## src/rtl/ais_tx_pkg.sv

```systemverilog
package ais_tx_pkg;

  typedef enum logic [2:0] {
    ST_IDLE,
    ST_PRE,
    ST_OPEN,
    ST_DATA,
    ST_CHK,
    ST_CLOSE
  } fr_state_t;

  localparam int CHK_W = 16;

  // One reflected check-sequence step: shift right, fold polynomial on mismatch.
  function automatic logic [CHK_W-1:0] chk_step(input logic [CHK_W-1:0] cur,
                                                input logic in_bit,
                                                input logic [CHK_W-1:0] poly);
    logic [CHK_W-1:0] nxt;
    nxt = cur >> 1;
    if (cur[0] ^ in_bit) nxt = nxt ^ poly;
    return nxt;
  endfunction

  // Line coding: a 0 inverts the level, a 1 keeps it.
  function automatic logic line_next(input logic level, input logic in_bit);
    return in_bit ? level : ~level;
  endfunction

endpackage

```

## src/rtl/ais_tx_chk_acc.sv

```systemverilog
module ais_tx_chk_acc
  import ais_tx_pkg::*;
#(
  parameter logic [CHK_W-1:0] POLY = 16'h8408,
  parameter logic [CHK_W-1:0] SEED = 16'hFFFF
) (
  input  logic             clk,
  input  logic             rst_n,
  input  logic             seed_en,
  input  logic             step,
  input  logic             in_bit,
  output logic [CHK_W-1:0] acc_q
);
  always_ff @(posedge clk) begin
    if (!rst_n || seed_en) acc_q <= SEED;
    else if (step)         acc_q <= chk_step(acc_q, in_bit, POLY);
  end
endmodule

```

## src/rtl/ais_tx_ones_run.sv

```systemverilog
module ais_tx_ones_run #(
  parameter int RUN = 5
) (
  input  logic clk,
  input  logic rst_n,
  input  logic clear,
  input  logic step,
  input  logic in_bit,
  output logic insert_now,
  output logic full_next
);
  localparam int CNT_W = $clog2(RUN + 1);
  localparam logic [CNT_W-1:0] RUN_V  = CNT_W'(RUN);
  localparam logic [CNT_W-1:0] RUN_M1 = CNT_W'(RUN - 1);

  logic [CNT_W-1:0] cnt_q;

  assign insert_now = (cnt_q == RUN_V);
  assign full_next  = step && in_bit && (cnt_q == RUN_M1);

  always_ff @(posedge clk) begin
    if (!rst_n || clear) cnt_q <= '0;
    else if (step)       cnt_q <= in_bit ? cnt_q + 1'b1 : '0;
  end
endmodule

```

## src/rtl/ais_tx_line.sv

```systemverilog
module ais_tx_line
  import ais_tx_pkg::*;
(
  input  logic clk,
  input  logic rst_n,
  input  logic step,
  input  logic in_bit,
  output logic level_q
);
  always_ff @(posedge clk) begin
    if (!rst_n)    level_q <= 1'b0;
    else if (step) level_q <= line_next(level_q, in_bit);
  end
endmodule

```

## src/rtl/ais_tx_framer.sv

```systemverilog
module ais_tx_framer
  import ais_tx_pkg::*;
#(
  parameter int          BYTE_W   = 8,
  parameter int          PRE_BITS = 24,
  parameter int          RUN      = 5,
  parameter logic [7:0]  FLAG     = 8'h7E,
  parameter logic [15:0] POLY     = 16'h8408,
  parameter logic [15:0] SEED     = 16'hFFFF
) (
  input  logic              clk,
  input  logic              rst_n,
  input  logic              bit_en,
  input  logic              start,
  input  logic              raw_sel,
  input  logic              fifo_valid,
  input  logic [BYTE_W-1:0] fifo_data,
  input  logic              fifo_last,
  output logic              fifo_rd,
  output logic              tx_line,
  output logic              busy,
  output logic              done,
  output logic              underrun
);
  localparam int MAX_A = (PRE_BITS > CHK_W) ? PRE_BITS : CHK_W;
  localparam int MAX_N = (MAX_A > BYTE_W) ? MAX_A : BYTE_W;
  localparam int IDX_W = $clog2(MAX_N + 1);
  localparam int CIX_W = $clog2(CHK_W);
  localparam logic [IDX_W-1:0] PRE_LAST  = IDX_W'(PRE_BITS - 1);
  localparam logic [IDX_W-1:0] FLAG_LAST = IDX_W'(7);
  localparam logic [IDX_W-1:0] BYTE_END  = IDX_W'(BYTE_W);
  localparam logic [IDX_W-1:0] BYTE_LAST = IDX_W'(BYTE_W - 1);
  localparam logic [IDX_W-1:0] CHK_END   = IDX_W'(CHK_W);
  localparam logic [IDX_W-1:0] CHK_LAST  = IDX_W'(CHK_W - 1);

  fr_state_t         state_q;
  logic [IDX_W-1:0]  idx_q;
  logic [BYTE_W-1:0] sreg_q;
  logic              last_q, raw_q, done_q, und_q;

  // Named internal events (used by the checker).
  logic fire, stuffable, insert_now, full_next, need_fetch, starve;
  logic line_step, data_bit, chk_step_en;
  logic [CHK_W-1:0] acc_q;

  assign fire       = bit_en && (state_q != ST_IDLE);
  assign stuffable  = !raw_q && (state_q == ST_DATA || state_q == ST_CHK);
  assign need_fetch = (state_q == ST_DATA) && (idx_q == BYTE_END) && !insert_now;
  assign fifo_rd    = fire && need_fetch && fifo_valid;
  assign starve     = fire && need_fetch && !fifo_valid;
  assign line_step  = fire && !starve;
  assign chk_step_en = line_step && (state_q == ST_DATA) && !raw_q && !insert_now;

  always_comb begin
    data_bit = 1'b0;
    unique case (state_q)
      ST_PRE:           data_bit = idx_q[0];
      ST_OPEN, ST_CLOSE: data_bit = FLAG[idx_q[2:0]];
      ST_DATA: begin
        if (insert_now)      data_bit = 1'b0;
        else if (need_fetch) data_bit = fifo_data[0];
        else                 data_bit = sreg_q[0];
      end
      ST_CHK:  data_bit = insert_now ? 1'b0 : ~acc_q[idx_q[CIX_W-1:0]];
      default: data_bit = 1'b0;
    endcase
  end

  ais_tx_chk_acc #(.POLY(POLY), .SEED(SEED)) u_acc (
    .clk(clk), .rst_n(rst_n), .seed_en(state_q == ST_IDLE),
    .step(chk_step_en), .in_bit(data_bit), .acc_q(acc_q)
  );

  ais_tx_ones_run #(.RUN(RUN)) u_run (
    .clk(clk), .rst_n(rst_n), .clear(!stuffable),
    .step(line_step && stuffable), .in_bit(data_bit),
    .insert_now(insert_now), .full_next(full_next)
  );

  ais_tx_line u_line (
    .clk(clk), .rst_n(rst_n), .step(line_step), .in_bit(data_bit), .level_q(tx_line)
  );

  always_ff @(posedge clk) begin
    if (!rst_n) begin
      state_q <= ST_IDLE;
      idx_q   <= '0;
      sreg_q  <= '0;
      last_q  <= 1'b0;
      raw_q   <= 1'b0;
      done_q  <= 1'b0;
      und_q   <= 1'b0;
    end else begin
      done_q <= 1'b0;
      und_q  <= 1'b0;
      unique case (state_q)
        ST_IDLE: if (start) begin
          raw_q  <= raw_sel;
          last_q <= 1'b0;
          if (raw_sel) begin state_q <= ST_DATA; idx_q <= BYTE_END; end
          else         begin state_q <= ST_PRE;  idx_q <= '0;       end
        end
        ST_PRE: if (fire) begin
          if (idx_q == PRE_LAST) begin state_q <= ST_OPEN; idx_q <= '0; end
          else idx_q <= idx_q + 1'b1;
        end
        ST_OPEN: if (fire) begin
          if (idx_q == FLAG_LAST) begin state_q <= ST_DATA; idx_q <= BYTE_END; end
          else idx_q <= idx_q + 1'b1;
        end
        ST_DATA: if (fire) begin
          if (insert_now) begin
            if (idx_q == BYTE_END && last_q) begin state_q <= ST_CHK; idx_q <= '0; end
          end else if (need_fetch) begin
            if (fifo_valid) begin
              sreg_q <= fifo_data >> 1;
              idx_q  <= IDX_W'(1);
              last_q <= fifo_last;
            end else begin
              state_q <= ST_IDLE;
              und_q   <= 1'b1;
            end
          end else begin
            sreg_q <= sreg_q >> 1;
            idx_q  <= idx_q + 1'b1;
            if (idx_q == BYTE_LAST && last_q && !full_next) begin
              if (raw_q) begin state_q <= ST_IDLE; done_q <= 1'b1; end
              else       begin state_q <= ST_CHK;  idx_q <= '0;    end
            end
          end
        end
        ST_CHK: if (fire) begin
          if (insert_now) begin
            if (idx_q == CHK_END) begin state_q <= ST_CLOSE; idx_q <= '0; end
          end else begin
            idx_q <= idx_q + 1'b1;
            if (idx_q == CHK_LAST && !full_next) begin state_q <= ST_CLOSE; idx_q <= '0; end
          end
        end
        ST_CLOSE: if (fire) begin
          if (idx_q == FLAG_LAST) begin state_q <= ST_IDLE; done_q <= 1'b1; end
          else idx_q <= idx_q + 1'b1;
        end
        default: state_q <= ST_IDLE;
      endcase
    end
  end

  assign busy     = (state_q != ST_IDLE);
  assign done     = done_q;
  assign underrun = und_q;

endmodule

```

## config.mk

```make
export PLATFORM = sky130hd
export DESIGN_NAME = ais_tx_framer
export DESIGN_NICKNAME = d
export VERILOG_FILES = /design/src/rtl/ais_tx_pkg.sv /design/src/rtl/ais_tx_chk_acc.sv /design/src/rtl/ais_tx_ones_run.sv /design/src/rtl/ais_tx_line.sv /design/src/rtl/ais_tx_framer.sv
export SDC_FILE = /design/constraint.sdc
export NUM_CORES = 1
export LEC_CHECK = 0
export BUFFER_PORTS_ARGS = -buffer_cell sky130_fd_sc_hd__buf_2
export CAP_MARGIN = 15
export CORE_MARGIN = 1
export CORE_UTILIZATION = 54
export CTS_CLUSTER_DIAMETER = 200
export CTS_CLUSTER_SIZE = 8
export DETAILED_ROUTE_END_ITERATION = 6
export PLACE_DENSITY_LB_ADDON = 0.2
export SLEW_MARGIN = 20
export SYNTH_ARGS = -nofsm -noshare
export SYNTH_HDL_FRONTEND = slang
export SYNTH_HIERARCHICAL = 1
export SYNTH_SLANG_ARGS = --single-unit
```

## constraint.sdc

```tcl
create_clock -name clk -period 4.66 [get_ports clk]
set_clock_uncertainty 0.1 [all_clocks]
set_input_delay 0.233 -clock clk [delete_from_list [all_inputs] [get_ports clk]]
set_output_delay 0.233 -clock clk [all_outputs]
set_load 0.1 [all_outputs]
```

After elaboration in Yosys (flattened, before gate mapping) --
Memory sizes are Yosys's and may differ from the RTL's. A register that Yosys moved wholly into a read port is not among the register bits. Cells that the tools add are included.
Cells by class: muxes and demuxes 68, bitwise operators 10, magnitude comparators 2, equality and inequality tests 32, add/subtract/negate cells 2, reduce and logical (&&, ||, !) cells 40
Operators with widths (number):
- $mux 5 | 18
- $mux 3 | 21
- $pmux 5 s6 | 1
- $ne 2x2->1 const B | 14
- $logic_and 1x1->1 | 18
- $mux 1 | 18
- $pmux 3 s6 | 1
- $mux 16 | 1
- $mux 8 | 2
- $reduce_and 14->1 | 1
- $eq 3x3->1 const B | 4
- $reduce_and 11->1 | 1
- $eq 5x4->1 const B | 2
- $eq 5x5->1 const B | 2
- $ne 3x2->1 const B | 3
- $ne 4x4->1 const B | 2
- $not 1->1 | 8
- $logic_not 1->1 | 7
- $eq 3x2->1 const B | 2
- $reduce_and 6->1 | 1
- $reduce_bool 6->1 | 1
- $add 5x1->5 const B | 1
- $eq 5x3->1 const B | 1
- $lt 4x5->1 const B | 1
- 19 further kinds | 23
Word-level totals: bits of input ports 15, flip-flop bits (word level) 40, output and inout bits 5, memory bits (read-only) 8, word-level logic and storage cells 165, memories kept 1
Memory list:
- (name not given) | depth 8, width 1, read ports 1, clocked after Yosys merged registers in 1, write ports 0, line ais_tx_framer.sv:58 | ST_OPEN, ST_CLOSE: data_bit = FLAG[idx_q[2:0]];

Longest topological paths before layout --
depth in word-level cells 19, mapped depth 16, mapped depth without buffers 15

Modules after synthesis --
The synthesis kept the hierarchy.
Modules (own cells, without submodules):
- ais_tx_framer | seq. area each 400.4 µm², cells each 195, times used 1, area an instance 1514.0 µm²
- ais_tx_chk_acc | seq. area each 320.3 µm², cells each 57, times used 1, area an instance 630.6 µm²
- ais_tx_ones_run | seq. area each 60.1 µm², cells each 22, times used 1, area an instance 185.2 µm²
- ais_tx_line | seq. area each 20.0 µm², cells each 5, times used 1, area an instance 46.3 µm²

Least setup slack after synthesis --
OpenSTA, ideal clock, no wires.
kind register -> register, start point reg idx_q[0], end point reg with a tool-made name, data required time 4430 ps, arrival time 3877 ps, path buffers 1, setup time 130 ps, setup slack 553 ps, cell stages (with the launch flop) 13, clock period less this slack 4107 ps, path through dfxtp_1 > clkbuf_1 > mux4_2 > mux4_2 > o41ai_1 > and4_2 > nand2b_1 > nand2_1 > o2111ai_1 > nand2_1 > mux2_2 > nor3_1 > nor3_2
RTL lines:
- start, declared | line ais_tx_framer.sv:37 | logic [IDX_W-1:0] idx_q;
- start signal, assigned | line ais_tx_framer.sv:105 | else idx_q <= idx_q + 1'b1;
- start signal, assigned | line ais_tx_framer.sv:109 | else idx_q <= idx_q + 1'b1;
- start signal, assigned | line ais_tx_framer.sv:125 | idx_q <= idx_q + 1'b1;

==> results.json <==
{
  "postSynthAreaPerCell_sq_um": 8.52,
  "htree_levels": 2,
  "grt_pass1_wl_mm": 8.33,
  "crit_top_cell": "o211ai_1",
  "end_kind": "flop",
  "final_nets": 317,
  "p_leak_nw": 0.937,
  "synthFlopType": "dfxtp_1",
  "period_needed_ns": 4.24,
  "synth-edff-count": 0,
  "cts-root-buf": "clkbuf_8",
  "cts_buffers": 5,
  "fin_tns_setup_ns": 0,
  "startpoint_type": "flop",
  "placed_cell_area_sq_mm": 0.00251,
  "die_x_um": 68.3,
  "cts_hold_buffers": 0,
  "fmax_mhz": 236,
  "synthTopCellsByCount": "nand2_1 (46), dfxtp_1 (40), nor2_1 (26)",
  "detail_route.iter0.violations": 228,
  "synth_cell_types": 57,
  "grt_pass1_vias": 1748,
  "period_share_pct": 91.1,
  "n_antenna_cell": 0,
  "dr.pass1.iters": 4,
  "start_util_pct": 57.7,
  "finalInstanceArea_sq_mm": 0.00259,
  "final_util_pct": 63.1,
  "drive_gt1_share_pct": 17.6,
  "post_drt_wl_per_cell_um": 15.1,
  "yosysWarnings": 6,
  "postRouteAntennaNets": 0,
  "tightestPinTransition_ns": 1.04,
  "vias_per_cell": 5.89,
  "worst-path-max-fanout": 9,
  "synth_top_area_share_pct": 33.7,
  "path_cells": "inv_1 > ha_1 > and2_1 > nor4bb_1 > nand2_1 > buf_4 > o21ai_0 > nor2_1 > and4_2 > or3b_2 > o211ai_1 > o211ai_1 > and3_1 > mux2i_1 > and3_4 > nor3_2",
  "max_slew_margin_pct": 30.7,
  "place.gp.congestion": 0.900,
  "insertion_delay_ns": 0.29,
  "io_buffers": 19,
  "synth-seq-cells": 40,
  "io_pins": 20,
  "syn_nets": 300,
  "slew_viol_final": 0,
  "min_path_type": "in -> reg",
  "cts_sinks": 40,
  "post_cts_buffers": 0,
  "fill_cells": 365,
  "ys_seq_area_share_pct": 33.7,
  "via_count": 2039,
  "wl_mm": 5.22,
  "power.density_mw_per_mm2": 474,
  "p_total_mw": 1.23,
  "critPathMaxStageDelay_ns": 0.50,
  "synth_area_sq_mm": 0.00238,
  "yosysMostFrequentCell": "nand2_1",
  "synth.area.top_cells": "dfxtp_1 (34%), nand2_1 (7.3%), mux2i_1 (6.7%), mux4_2 (4.7%), nor2_1 (4.1%)",
  "clkTransAtPathRegs_ns": 0.09,
  "hold_viol_final": 0,
  "grt_max_degree": 20,
  "netlist_instances": 279,
  "peakVddDrop_uv": 201,
  "arrival_ns": 4.31,
  "setup_viol": 0,
  "rsz0062_at_grt": "no",
  "maxCapViolations": 0,
  "path_class": "reg -> reg",
  "area_delta_synth_final_pct": 9.22,
  "outcome": "finished, final reports clean",
  "post-route-drc-count": 0,
  "dp_hpwl_mm": 3.77,
  "holdWs_ns": 0.102,
  "netlist.top_cell.by_area": "dfxtp_1",
  "required_ns": 4.72,
  "num_rows": 23,
  "ys_async_sr_fraction_pct": 0,
  "die_area_sq_mm": 0.00467,
  "grtUsageTotal_pct": 23.9,
  "fp.coreArea_sq_mm": 0.00412,
  "grt_remaining_overflow": 0,
  "cts_resized": 0,
  "cts_tree": "built",
  "cts_buffer_depth": 2,
  "critPathSlowestCell": "o21ai_0",
  "die_h_um": 68.3,
  "antenna_found_initial": 0
}
[critical path, delay by kind of cell, from the launching register on]
family / cells / cell delay [ns]
AOI/OAI and AO/OA: 3 / 0.92
adders and majority gates: 1 / 0.16
buffers and inverters: 2 / 0.25
DFF: 1 / 0.36
muxes: 1 / 0.22
and+or+nand+nor: 9 / 2.11
[routing by layer]
layer	routed length (um)	vias to the layer above	global-route usage, %
met3	255	4	4.00
li1	-	1028	-
met4	31	0	7.55
met2	2480	55	38.5
met1	2460	952	32.3
met5	0	-	0
[placed cells by master, fill, tap and decap left out, types with 2 or more instances in the layout]
master / count
nand2_1: 46
dfxtp_1: 40
buf_2: 19
and2_1: 2
a21oi_1: 17
o21ai_1: 2
or3_1: 2
nand4bb_1: 3
ha_1: 6
o21ai_0: 7
nor2_1: 26
or2_2: 2
nand3_1: 7
nor2b_1: 4
mux2i_1: 16
xnor3_1: 2
clkbuf_8: 5
o211ai_1: 6
mux4_2: 5
nor3_1: 5
buf_4: 5
and3_1: 5
nor3_2: 2
mux2_2: 2
nand2b_1: 8
a311oi_1: 6
inv_1: 13
nor4bb_1: 2
xor2_1: 2
[cells by family after synthesis]
logic type      Yosys count  share of synthesized area (%)
mux                      23                           12.4
flops                    40                           33.7
simple gates            125                           27.1
buf+inv                  27                           5.00
compound gates           53                           15.6
fa+ha+maj                 6                           3.16
xor+xnor                  5                           3.00
[state kept, by name (all words and copies together) (netlist names), named ones only]
name	count
last_q	1
underrun	1
idx_q	5
sreg_q	7
raw_q	1
state_q	3
u_run/cnt_q	3
u_acc/acc_q	16
u_line/level_q	1
done	1
[cell type report]
class | count | area, sq um | share of cell area, %
inverter | 13 | 48.8 | 1.88
multi-input combinational | 212 | 1470 | 56.6
clock buffer | 5 | 68.8 | 2.65
tap | 50 | 62.6 | 2.41
sequential | 40 | 801 | 30.9
timing repair buffer | 24 | 133 | 5.11
clock inverter | 2 | 12.5 | 0.482
[metrics by stage]
stage	cells	setup slack, ns
global route	346	0.109
finish	346	0.417
detailed placement	339	0.490
global placement	339	0.703
floorplan	279	0.553
CTS	346	0.460
[final timing paths]
check        cells past startpoint                         from                           to  slack [ns]
min                              3                 fifo_data[7]       sreg_q[6]$_SDFFE_PN0P_        0.10
max                             16  u_run/cnt_q[1]$_SDFFE_PP0P_                         flop        0.42
min reg2reg                      2  u_line/level_q$_SDFFE_PN0P_  u_line/level_q$_SDFFE_PN0P_        0.37
max reg2reg                     16  u_run/cnt_q[1]$_SDFFE_PP0P_                         flop        0.42
[power by group]
part | leakage (nW) | internal, mW | total (mW) | switching (mW)
logic | 0.573 | 0.218 | 0.591 | 0.373
registers | 0.324 | 0.371 | 0.414 | 0.0435
clock network | 0.0400 | 0.102 | 0.225 | 0.124
total | 0.937 | 0.690 | 1.23 | 0.540
(Power assumes the default switching activity.)
